## config.mk

```make
export PLATFORM = sky130hd
export DESIGN_NAME = dvr_ctrl_regs
export DESIGN_NICKNAME = d
export VERILOG_FILES = /design/src/rtl/dvr_regs_pkg.sv /design/src/rtl/dvr_pin_sync.sv /design/src/rtl/dvr_bus_target.sv /design/src/rtl/dvr_reg_bank.sv /design/src/rtl/dvr_ctrl_regs.sv
export SDC_FILE = /design/constraint.sdc
export NUM_CORES = 1
export LEC_CHECK = 0
export BUFFER_PORTS_ARGS = -buffer_cell sky130_fd_sc_hd__buf_2
export CORE_ASPECT_RATIO = 1.75
export CORE_UTILIZATION = 59
export DETAILED_ROUTE_END_ITERATION = 12
export GPL_ROUTABILITY_DRIVEN = 0
export PLACE_DENSITY_LB_ADDON = 0.08
export SLEW_MARGIN = 25
export SYNTH_ARGS = -nofsm -noshare
export SYNTH_HDL_FRONTEND = slang
export SYNTH_SLANG_ARGS = --single-unit
```

## constraint.sdc

```tcl
create_clock -name clk -period 2.95 [get_ports clk]
set_input_delay 0.59 -clock clk [delete_from_list [all_inputs] [get_ports clk]]
set_output_delay 0.59 -clock clk [all_outputs]
set_load 0.02 [all_outputs]
```

## src/rtl/dvr_regs_pkg.sv

```systemverilog
package dvr_regs_pkg;

  typedef enum logic [2:0] {
    BS_IDLE,
    BS_ADDR,
    BS_INDEX,
    BS_DATA,
    BS_SEND,
    BS_SKIP
  } bus_state_e;

  localparam int BYTE_W = 8;
  localparam int CODE_W = 5;

  function automatic logic code_in_range(input logic [CODE_W-1:0] code,
                                         input logic [CODE_W-1:0] lo,
                                         input logic [CODE_W-1:0] hi);
    return (code >= lo) && (code <= hi);
  endfunction

endpackage

```

## src/rtl/dvr_pin_sync.sv

```systemverilog
module dvr_pin_sync #(
  parameter int STAGES = 2
) (
  input  logic clk,
  input  logic rst_n,
  input  logic scl_i,
  input  logic sda_i,
  output logic scl_lvl,
  output logic sda_lvl,
  output logic scl_rise,
  output logic scl_fall,
  output logic start_evt,
  output logic stop_evt
);
  localparam int LAST = STAGES - 1;

  logic [LAST:0] scl_chain, sda_chain;
  logic          scl_prev, sda_prev;

  generate
    if (STAGES == 1) begin : g_single
      always_ff @(posedge clk or negedge rst_n) begin
        if (!rst_n) begin
          scl_chain <= '1;
          sda_chain <= '1;
        end else begin
          scl_chain <= scl_i;
          sda_chain <= sda_i;
        end
      end
    end else begin : g_multi
      always_ff @(posedge clk or negedge rst_n) begin
        if (!rst_n) begin
          scl_chain <= '1;
          sda_chain <= '1;
        end else begin
          scl_chain <= {scl_chain[LAST-1:0], scl_i};
          sda_chain <= {sda_chain[LAST-1:0], sda_i};
        end
      end
    end
  endgenerate

  always_ff @(posedge clk or negedge rst_n) begin
    if (!rst_n) begin
      scl_prev <= 1'b1;
      sda_prev <= 1'b1;
    end else begin
      scl_prev <= scl_chain[LAST];
      sda_prev <= sda_chain[LAST];
    end
  end

  assign scl_lvl   = scl_chain[LAST];
  assign sda_lvl   = sda_chain[LAST];
  assign scl_rise  = scl_lvl & ~scl_prev;
  assign scl_fall  = ~scl_lvl & scl_prev;
  assign start_evt = scl_lvl & scl_prev & sda_prev & ~sda_lvl;
  assign stop_evt  = scl_lvl & scl_prev & ~sda_prev & sda_lvl;

endmodule

```

## src/rtl/dvr_bus_target.sv

```systemverilog
module dvr_bus_target
  import dvr_regs_pkg::*;
#(
  parameter logic [6:0] DEV_ADDR = 7'h21
) (
  input  logic              clk,
  input  logic              rst_n,
  input  logic              scl_lvl,
  input  logic              sda_lvl,
  input  logic              scl_rise,
  input  logic              scl_fall,
  input  logic              start_evt,
  input  logic              stop_evt,
  input  logic [BYTE_W-1:0] rd_data,
  output logic [BYTE_W-1:0] reg_ptr,
  output logic              wr_valid,
  output logic [BYTE_W-1:0] wr_data,
  output logic              sda_oe
);
  localparam int CNT_W = $clog2(BYTE_W + 1);
  localparam logic [CNT_W-1:0] FULL = CNT_W'(BYTE_W);

  bus_state_e        state;
  logic [CNT_W-1:0]  bit_cnt;
  logic              in_ack;
  logic              rw_bit;
  logic [BYTE_W-1:0] shreg;
  logic              rx_phase;

  assign rx_phase = (state == BS_ADDR) || (state == BS_INDEX) || (state == BS_DATA);
  assign wr_data  = shreg;

  always_ff @(posedge clk or negedge rst_n) begin
    if (!rst_n) begin
      state    <= BS_IDLE;
      bit_cnt  <= '0;
      in_ack   <= 1'b0;
      rw_bit   <= 1'b0;
      shreg    <= '0;
      reg_ptr  <= '0;
      sda_oe   <= 1'b0;
      wr_valid <= 1'b0;
    end else begin
      wr_valid <= 1'b0;
      if (start_evt) begin
        state   <= BS_ADDR;
        bit_cnt <= '0;
        in_ack  <= 1'b0;
        sda_oe  <= 1'b0;
      end else if (stop_evt) begin
        state  <= BS_IDLE;
        in_ack <= 1'b0;
        sda_oe <= 1'b0;
      end else if (scl_rise) begin
        if (state == BS_SEND) begin
          bit_cnt <= bit_cnt + 1'b1;
        end else if (rx_phase && !in_ack && bit_cnt != FULL) begin
          shreg   <= {shreg[BYTE_W-2:0], sda_lvl};
          bit_cnt <= bit_cnt + 1'b1;
        end
      end else if (scl_fall) begin
        if (state == BS_SEND) begin
          if (bit_cnt == FULL) begin
            sda_oe <= 1'b0;
            state  <= BS_SKIP;
          end else begin
            shreg  <= {shreg[BYTE_W-2:0], 1'b0};
            sda_oe <= ~shreg[BYTE_W-2];
          end
        end else if (rx_phase && in_ack) begin
          in_ack  <= 1'b0;
          sda_oe  <= 1'b0;
          bit_cnt <= '0;
          case (state)
            BS_ADDR: begin
              if (rw_bit) begin
                state  <= BS_SEND;
                shreg  <= rd_data;
                sda_oe <= ~rd_data[BYTE_W-1];
              end else begin
                state <= BS_INDEX;
              end
            end
            BS_INDEX: state <= BS_DATA;
            default:  state <= BS_SKIP;
          endcase
        end else if (rx_phase && bit_cnt == FULL) begin
          case (state)
            BS_ADDR: begin
              if (shreg[BYTE_W-1:1] == DEV_ADDR) begin
                rw_bit <= shreg[0];
                in_ack <= 1'b1;
                sda_oe <= 1'b1;
              end else begin
                state <= BS_SKIP;
              end
            end
            BS_INDEX: begin
              reg_ptr <= shreg;
              in_ack  <= 1'b1;
              sda_oe  <= 1'b1;
            end
            default: begin
              wr_valid <= 1'b1;
              in_ack   <= 1'b1;
              sda_oe   <= 1'b1;
            end
          endcase
        end
      end
    end
  end

  // the line is never pulled while the byte engine is idle
  p_oe_idle_r10: assert property (@(posedge clk) disable iff (!rst_n)
    (state == BS_IDLE) |-> !sda_oe);

  // the target starts pulling SDA only while SCL is low
  p_oe_rise_low_r10: assert property (@(posedge clk) disable iff (!rst_n)
    $rose(sda_oe) |-> !scl_lvl);

  // a foreign address leaves the line released and the engine skipping
  p_nack_skip_r2: assert property (@(posedge clk) disable iff (!rst_n)
    (scl_fall && state == BS_ADDR && !in_ack && bit_cnt == FULL &&
     shreg[BYTE_W-1:1] != DEV_ADDR) |=> (state == BS_SKIP && !sda_oe));

  // one data byte per write transaction
  p_single_write_r11: assert property (@(posedge clk) disable iff (!rst_n)
    wr_valid |=> !wr_valid);

endmodule

```

## src/rtl/dvr_reg_bank.sv

```systemverilog
module dvr_reg_bank
  import dvr_regs_pkg::*;
#(
  parameter logic [CODE_W-1:0] CH1_CODE_MIN = 5'd5,
  parameter logic [CODE_W-1:0] CH1_CODE_MAX = 5'd25,
  parameter logic [CODE_W-1:0] CH2_CODE_MIN = 5'd1,
  parameter logic [CODE_W-1:0] CH2_CODE_MAX = 5'd16,
  parameter logic [CODE_W-1:0] CH1_CODE_RST = 5'd9,
  parameter logic [CODE_W-1:0] CH2_CODE_RST = 5'd8
) (
  input  logic              clk,
  input  logic              rst_n,
  input  logic              wr_valid,
  input  logic [BYTE_W-1:0] wr_idx,
  input  logic [BYTE_W-1:0] wr_data,
  input  logic [BYTE_W-1:0] rd_idx,
  output logic [BYTE_W-1:0] rd_data,
  output logic [5:0]        ctrl_q,
  output logic [5:0]        ch1_q,
  output logic [6:0]        ch2_q
);
  localparam logic [5:0] CTRL_RST = 6'b00_1011;
  localparam logic [5:0] CH1_RST  = {1'b0, CH1_CODE_RST};
  localparam logic [6:0] CH2_RST  = {2'b00, CH2_CODE_RST};

  logic ch1_ok, ch2_ok;

  assign ch1_ok = code_in_range(wr_data[CODE_W-1:0], CH1_CODE_MIN, CH1_CODE_MAX);
  assign ch2_ok = code_in_range(wr_data[CODE_W-1:0], CH2_CODE_MIN, CH2_CODE_MAX);

  always_ff @(posedge clk or negedge rst_n) begin
    if (!rst_n) begin
      ctrl_q <= CTRL_RST;
      ch1_q  <= CH1_RST;
      ch2_q  <= CH2_RST;
    end else if (wr_valid) begin
      case (wr_idx)
        8'd0: ctrl_q <= wr_data[5:0];
        8'd1: begin
          ch1_q[5] <= wr_data[5];
          if (ch1_ok) ch1_q[4:0] <= wr_data[4:0];
        end
        8'd2: begin
          ch2_q[6:5] <= wr_data[6:5];
          if (ch2_ok) ch2_q[4:0] <= wr_data[4:0];
        end
        default: ;
      endcase
    end
  end

  always_comb begin
    case (rd_idx)
      8'd0:    rd_data = {2'b00, ctrl_q};
      8'd1:    rd_data = {2'b00, ch1_q};
      8'd2:    rd_data = {1'b0, ch2_q};
      default: rd_data = '0;
    endcase
  end

  p_code1_range_r5: assert property (@(posedge clk) disable iff (!rst_n)
    (ch1_q[4:0] >= CH1_CODE_MIN) && (ch1_q[4:0] <= CH1_CODE_MAX));

  p_code2_range_r6: assert property (@(posedge clk) disable iff (!rst_n)
    (ch2_q[4:0] >= CH2_CODE_MIN) && (ch2_q[4:0] <= CH2_CODE_MAX));

  p_keep_code_r7: assert property (@(posedge clk) disable iff (!rst_n)
    (wr_valid && wr_idx == 8'd1 && !ch1_ok) |=> $stable(ch1_q[4:0]));

  p_discard_index_r8: assert property (@(posedge clk) disable iff (!rst_n)
    (wr_valid && wr_idx > 8'd2) |=> $stable({ctrl_q, ch1_q, ch2_q}));

endmodule

```

## src/rtl/dvr_ctrl_regs.sv

```systemverilog
module dvr_ctrl_regs
  import dvr_regs_pkg::*;
#(
  parameter logic [6:0] DEV_ADDR     = 7'h21,
  parameter int         SYNC_STAGES  = 2,
  parameter logic [4:0] CH1_CODE_MIN = 5'd5,
  parameter logic [4:0] CH1_CODE_MAX = 5'd25,
  parameter logic [4:0] CH2_CODE_MIN = 5'd1,
  parameter logic [4:0] CH2_CODE_MAX = 5'd16,
  parameter logic [4:0] CH1_CODE_RST = 5'd9,
  parameter logic [4:0] CH2_CODE_RST = 5'd8
) (
  input  logic       clk,
  input  logic       rst_n,
  input  logic       scl_i,
  input  logic       sda_i,
  output logic       sda_o,
  output logic       sda_oe,
  output logic       ch1_en,
  output logic       ch2_en,
  output logic       ss_en,
  output logic       ss_rate_1k,
  output logic       ch1_ramp_en,
  output logic       ch2_ramp_en,
  output logic [4:0] ch1_vcode,
  output logic [4:0] ch2_vcode,
  output logic       ch1_fpwm,
  output logic       ch2_fpwm,
  output logic       mon_disable
);
  logic scl_lvl, sda_lvl, scl_rise, scl_fall, start_evt, stop_evt;
  logic [BYTE_W-1:0] reg_ptr, wr_data, rd_data;
  logic wr_valid;
  logic [5:0] ctrl_q, ch1_q;
  logic [6:0] ch2_q;

  dvr_pin_sync #(.STAGES(SYNC_STAGES)) u_sync (
    .clk(clk), .rst_n(rst_n), .scl_i(scl_i), .sda_i(sda_i),
    .scl_lvl(scl_lvl), .sda_lvl(sda_lvl), .scl_rise(scl_rise),
    .scl_fall(scl_fall), .start_evt(start_evt), .stop_evt(stop_evt)
  );

  dvr_bus_target #(.DEV_ADDR(DEV_ADDR)) u_target (
    .clk(clk), .rst_n(rst_n), .scl_lvl(scl_lvl), .sda_lvl(sda_lvl),
    .scl_rise(scl_rise), .scl_fall(scl_fall), .start_evt(start_evt),
    .stop_evt(stop_evt), .rd_data(rd_data), .reg_ptr(reg_ptr),
    .wr_valid(wr_valid), .wr_data(wr_data), .sda_oe(sda_oe)
  );

  dvr_reg_bank #(
    .CH1_CODE_MIN(CH1_CODE_MIN), .CH1_CODE_MAX(CH1_CODE_MAX),
    .CH2_CODE_MIN(CH2_CODE_MIN), .CH2_CODE_MAX(CH2_CODE_MAX),
    .CH1_CODE_RST(CH1_CODE_RST), .CH2_CODE_RST(CH2_CODE_RST)
  ) u_bank (
    .clk(clk), .rst_n(rst_n), .wr_valid(wr_valid), .wr_idx(reg_ptr),
    .wr_data(wr_data), .rd_idx(reg_ptr), .rd_data(rd_data),
    .ctrl_q(ctrl_q), .ch1_q(ch1_q), .ch2_q(ch2_q)
  );

  assign sda_o       = 1'b0;
  assign ch1_en      = ctrl_q[0];
  assign ch2_en      = ctrl_q[1];
  assign ss_en       = ctrl_q[2];
  assign ss_rate_1k  = ctrl_q[3];
  assign ch1_ramp_en = ctrl_q[4];
  assign ch2_ramp_en = ctrl_q[5];
  assign ch1_vcode   = ch1_q[4:0];
  assign ch1_fpwm    = ch1_q[5];
  assign ch2_vcode   = ch2_q[4:0];
  assign ch2_fpwm    = ch2_q[5];
  assign mon_disable = ch2_q[6];

endmodule

```

* Word-level counts from Yosys, hierarchy flattened
Index checks and enable logic that the tools add are counted.
** Cells by class
- $mul :: 0
- Shift operators :: 0
- Multiplexer cells :: 56
- Bitwise logic cells :: 18
- Reduce and logical (&&, ||, !) cells :: 33
- Div/mod/pow operators :: 0
- $lt $le $gt $ge :: 4
- Add/subtract/negate cells :: 1
- Eq/ne operators :: 21
** Operator list (number)
- $mux 8 :: 9
- $mux 3 :: 11
- $mux 4 :: 8
- $mux 1 :: 26
- $pmux 7 s3 :: 1
- $reduce_and 9->1 :: 2
- $reduce_bool 3->1 :: 6
- $le 5x5->1 const B :: 2
- $not 1->1 :: 10
- $reduce_and 5->1 :: 2
- $reduce_bool 5->1 :: 2
- $eq 8x1->1 const B :: 1
- $eq 8x2->1 const B :: 1
- $logic_not 8->1 :: 1
- $ne 4x4->1 const B :: 2
- $reduce_and 8->1 :: 1
- $and 1x1->1 :: 7
- $eq 7x6->1 const B :: 1
- $eq 3x2->1 const B :: 2
- $logic_and 1x1->1 :: 6
- $ne 2x2->1 const B :: 3
- $ne 3x3->1 const B :: 2
- $ne 6x6->1 const B :: 1
- $pmux 3 s2 :: 1
- 21 further kinds :: 25
** Word-level totals
- RAM bits :: 0
- Bits in registers :: 52
- Memories kept :: 0
- Input port bits :: 4
- Bits in latches :: 0
- Logic and storage cells :: 150
- Memory bits (read-only) :: 0
- Output and inout bits :: 21

* Longest topological paths before layout
- Depth after elaboration :: 11
- Depth in mapped cells :: 8
- Gate-level depth less buffers :: 7

* Cells and area by module
A second synthesis with hierarchy kept.
** Second synthesis, totals
- Cell total of the unflattened synthesis :: 244
- Area, all modules :: 2798.9 um2
** By module, submodules not included
- dvr_bus_target :: cells an instance 143, instances 1, area each 1544.0 um2, sequential area each 675.6 um2
- dvr_reg_bank :: cells an instance 89, instances 1, area each 1053.5 um2, sequential area each 483.0 um2
- dvr_pin_sync :: cells an instance 10, instances 1, area each 190.2 um2, sequential area each 157.7 um2
- dvr_ctrl_regs :: cells an instance 2, instances 1, area each 11.3 um2, sequential area each 0.0 um2

* Least setup slack after synthesis
OpenSTA, ideal clock, no wires.
- Path kind :: reg2reg
- From :: register u_sync.scl_prev
- To :: register u_target.reg_ptr[0]
- Clock period less this slack :: 2.110 ns
- Slack :: 0.840 ns
- Arrival time :: 1.985 ns
- Path buffers :: 1
- Setup time :: 0.125 ns
- Required time :: 2.825 ns
- Cell stages (with the launch flop) :: 8
- Cells stage by stage :: dfstp_2 > inv_1 > ha_1 > clkbuf_1 > nand2b_1 > nor4b_2 > nand3_2 > mux2_2
** On the way
- Cells in the longest elaborated chain, start to end :: 5
- Elaborated cells between the ends (all ways) :: 12
- Classes of those cells :: bitwise: 11; reduce/logical: 1
** Ends and longest elaborated chain
- start, declared :: RTL line dvr_pin_sync.sv:18 : logic scl_prev, sda_prev;
- start signal, assigned :: RTL line dvr_pin_sync.sv:49 : scl_prev <= scl_chain[LAST];
- $and 1x1->1 :: RTL line dvr_pin_sync.sv:58, dvr_pin_sync.sv:59
- $and 1x1->1 (on tied branches) (2 in a row) :: RTL line dvr_pin_sync.sv:59, dvr_pin_sync.sv:58
- $not 1->1 (no source line)
- $reduce_and 8->1 (no source line) *
- end signal, assigned :: RTL line dvr_bus_target.sv:99 : reg_ptr <= shreg;
- end, declared :: RTL line dvr_bus_target.sv:15 : output logic [BYTE_W-1:0] reg_ptr,
Mark *: on every way between the ends. The rest lies on a longest branch, timed or not.
A chain may end at the register's enable or synchronous reset.

* Worst setup path after layout
- From :: register u_sync.scl_chain[1]
- To :: register u_target.shreg[3] (netlist: u_target.wr_data[3])
** On the way
- Cells in the longest elaborated chain, start to end :: 5
- Elaborated cells between the ends (all ways) :: 18
- Classes of those cells :: eq/ne: 2; mux: 1; bitwise: 10; reduce/logical: 5
** Ends and longest elaborated chain
- start, declared :: RTL line dvr_pin_sync.sv:17 : logic [LAST:0] scl_chain, sda_chain;
- start signal, assigned :: RTL line dvr_pin_sync.sv:37 : scl_chain <= {scl_chain[LAST-1:0], scl_i};
- $and 1x1->1 :: RTL line dvr_pin_sync.sv:58, dvr_pin_sync.sv:59
- $and 1x1->1 (on tied branches) (2 in a row) :: RTL line dvr_pin_sync.sv:59, dvr_pin_sync.sv:58
- $not 1->1 (no source line)
- $reduce_and 9->1 (no source line)
- end signal, assigned :: RTL line dvr_bus_target.sv:58 : shreg <= {shreg[BYTE_W-2:0], sda_lvl};
- end signal, assigned :: RTL line dvr_bus_target.sv:67 : shreg <= {shreg[BYTE_W-2:0], 1'b0};
- end signal, assigned :: RTL line dvr_bus_target.sv:78 : shreg <= rd_data;
- end, declared :: RTL line dvr_bus_target.sv:27 : logic [BYTE_W-1:0] shreg;
Several ways; a longest one is shown, not always the timed one.

==> reports/summary.txt <==
status: completed
area of the multi-input gates: 1319 um^2
post-CTS sizing: 0
Clk pwr share: 35.1%
Synth async-reset ratio: 100.0%
Finished Core Util: 67.53%
global-route wire length before repair: 9384 um
Vias/cell: 6.170
Num CTS Buffers: 5
synth top area cells: dfrtp_1 (37%), dfstp_2 (12%), mux2_2 (11%), o21ai_0 (3.5%), nand2_1 (2.5%)
Least-Margin Pin Slew: 0.7711 ns
Die Area: 4901 um^2
count leader, synth: dfrtp_1
largest area contributor in the netlist: dfrtp_1
post-synthesis adder-cell area fraction: 2.298%
Final setup viols: 0
Initial Utilization: 61.82%
Setup TNS: 0 ns
XOR/XNOR Fraction of Synth Area: 1.287%
vias in the first global route: 1978
Layout Nets: 280
power density cells: 455.3 nW/um^2
Post-synth EDFFs: 0
fin crit share: 81.50%
final hold violation count: 0
antenna violations before repair: 0
Mapped Nets: 260
Slew Limit Fails: 0
CTS tree: done
Cells after DPL: 315
Final Critical Period: 2.404 ns
clock buffer depth: 2
RSZ-0062 raised after global routing: false
CP endpoint kind: flop
P_sw: 326.8 uW
grt total ovfl: 0
synthesis-stage register bit count: 52
CP arrival: 2.59 ns
DR WL/cell: 18.08 um
share of power burned in combinational logic: 8.3%
CTS root buf: clkbuf_8
Detail Placement HPWL: 4254 um
Die Wd: 53.35 um
post-synthesis compound-gate area fraction: 12.96%
Required @ worst endpoint: 3.13 ns
ys flop type: dfrtp_1
sw frac: 24.13%
Reg power frac: 56.6%
Initial DRC Count: 49
cts hold-fix bufs: 0
Post-CTS Repair Setup Buffers: 0
First-pass DRT Iterations: 4
core region area: 4404 um^2
GRT Util Overall: 26.50%
fin cells: 323
Post-Synthesis Cells: 251
Synth Cell Area: 2723 um^2
critical-path maximum fanout: 11
Ys Warns: 0
worst skew pair latency: 0.30 ns
synthesis-to-layout area growth: 9.237%
CP Class: reg2reg
H-tree levels: 2
Synth top cells by count: dfrtp_1 (40), mux2_2 (27), o21ai_0 (19)
sequential cell area: 1316 um^2
share of cells above drive strength 1: 31.62%
Clock Skews: 0.009982 ns
Reg clk slew, reported paths: 0.09 ns
Peak supply drop: 0.5155 mV
crit start category: flop
simple-gate portion of the synthesized area: 16.73%
mux share of post-synthesis cell area: 15.03%
Fmax achieved: 415.9 MHz
area fraction of the dominant cell type after synthesis: 36.76%
diodes inserted: 0
largest net degree at the start of global routing: 30
residual DRC count: 0
die height: 91.87 um
TritonCTS Sinks: 52
reg2reg setup slack: 0.55 ns
Hold WC Path Type: in2async
remaining antenna violation count: 0
I/O Buffers: 23
Total Power: 1354 uW
fillcell total: 371
mean area per synthesized cell: 10.85 um^2
Routed WL: 5841 um
Synth cell types: 52
Max transition margin: 48.28%
vias post-DR: 1993
Leak: 0.001379 uW
FP Rows: 32
internal power: 1027 uW
post-synthesis sequential area ratio: 48.35%
I/O pin cnt: 25
largest family of logic cells by synthesized area: simple AND/OR/NAND/NOR gates
max-cap viol count: 0
==> power by group through the flow <==
stage	logic [uW]	clock network [uW]	registers, uW
global route	127	508	769
global placement	110	0	778
CTS	114	489	765
finish	112	476	766
detailed placement	112	0	779
floorplan	85.0	0	763
==> per-layer routing <==
metal  GRT usage [%]  vias up  share of wire, %
met5               0        -                 0
met4           12.72        0               2.8
met3           3.317       17               2.5
met2           48.44       49                57
met1           27.89      991                37
li1                -      936                 -
==> worst max-delay path: stages (launching register included) <==
cell	delay (ns)
dfstp_2	0.57
ha_1	0.35
nor4b_1	0.11
and2_1	0.18
o31ai_2	0.66
mux2_2	0.41
==> flip-flops by register name, summed over array words and instances (netlist names), 2 cells and up <==
name	cells
u_sync.scl_chain	2
u_target.wr_data	8
u_sync.sda_chain	2
u_bank.ch2_q	7
u_bank.ctrl_q	6
u_bank.ch1_q	6
u_target.state	3
u_target.reg_ptr	8
u_target.bit_cnt	4
==> layout make-up <==
| class | instances | share of cell area (%) |
|---|---|---|
| flip-flops and latches | 52 | 44.26 |
| multi-input cells | 179 | 44.34 |
| inverters | 6 | 0.7573 |
| clock buffers | 6 | 2.440 |
| repair buffers | 27 | 4.880 |
| clock inverters | 2 | 1.178 |
| well taps | 51 | 2.146 |
==> layout by cell type, fill, tap and decap left out, types with 6 or more instances in the layout <==
cell type / instances
dfrtp_1: 40
mux2_2: 27
buf_2: 23
o21ai_0: 19
nand2_1: 18
nor2_1: 14
a21oi_1: 13
dfstp_2: 12
nand3_1: 7
inv_1: 6
nor2b_1: 6
mux2i_1: 6
==> cells by family (layout without fill, tap and decap cells) <==
family / after synthesis / in the layout
simple gates: 79 / 79
compound gates: 54 / 54
flops: 52 / 52
mux: 36 / 36
buf+inv: 20 / 41
fa+ha+maj: 5 / 5
xor+xnor: 4 / 4
other cells: 1 / 1
==> per-stage QoR <==
stage	hold WS [ns]	worst slack, ns	area, um^2
floorplan	0.2944	0.8404	2723
global placement	0.3460	0.6443	2867
detailed placement	0.3476	0.5684	2867
CTS	0.06795	0.5550	2974
global route	0.06175	0.3845	2974
finish	0.07322	0.5458	2974
==> path summary, 6_finish.rpt <==
path                                     start             endpoint  cells past startpoint
setup / recovery           u_sync.scl_chain[1]  u_target.wr_data[3]                      5
hold / removal                           rst_n      u_bank.ch2_q[4]                      1
setup reg to reg           u_sync.scl_chain[1]  u_target.wr_data[3]                      5
hold reg to reg            u_sync.sda_chain[0]  u_sync.sda_chain[1]                      0
max in group asynchronous                rst_n     u_bank.ctrl_q[0]                      2
min in group clk           u_sync.sda_chain[0]  u_sync.sda_chain[1]                      0
Note: power is estimated with default switching activity, not from simulation.
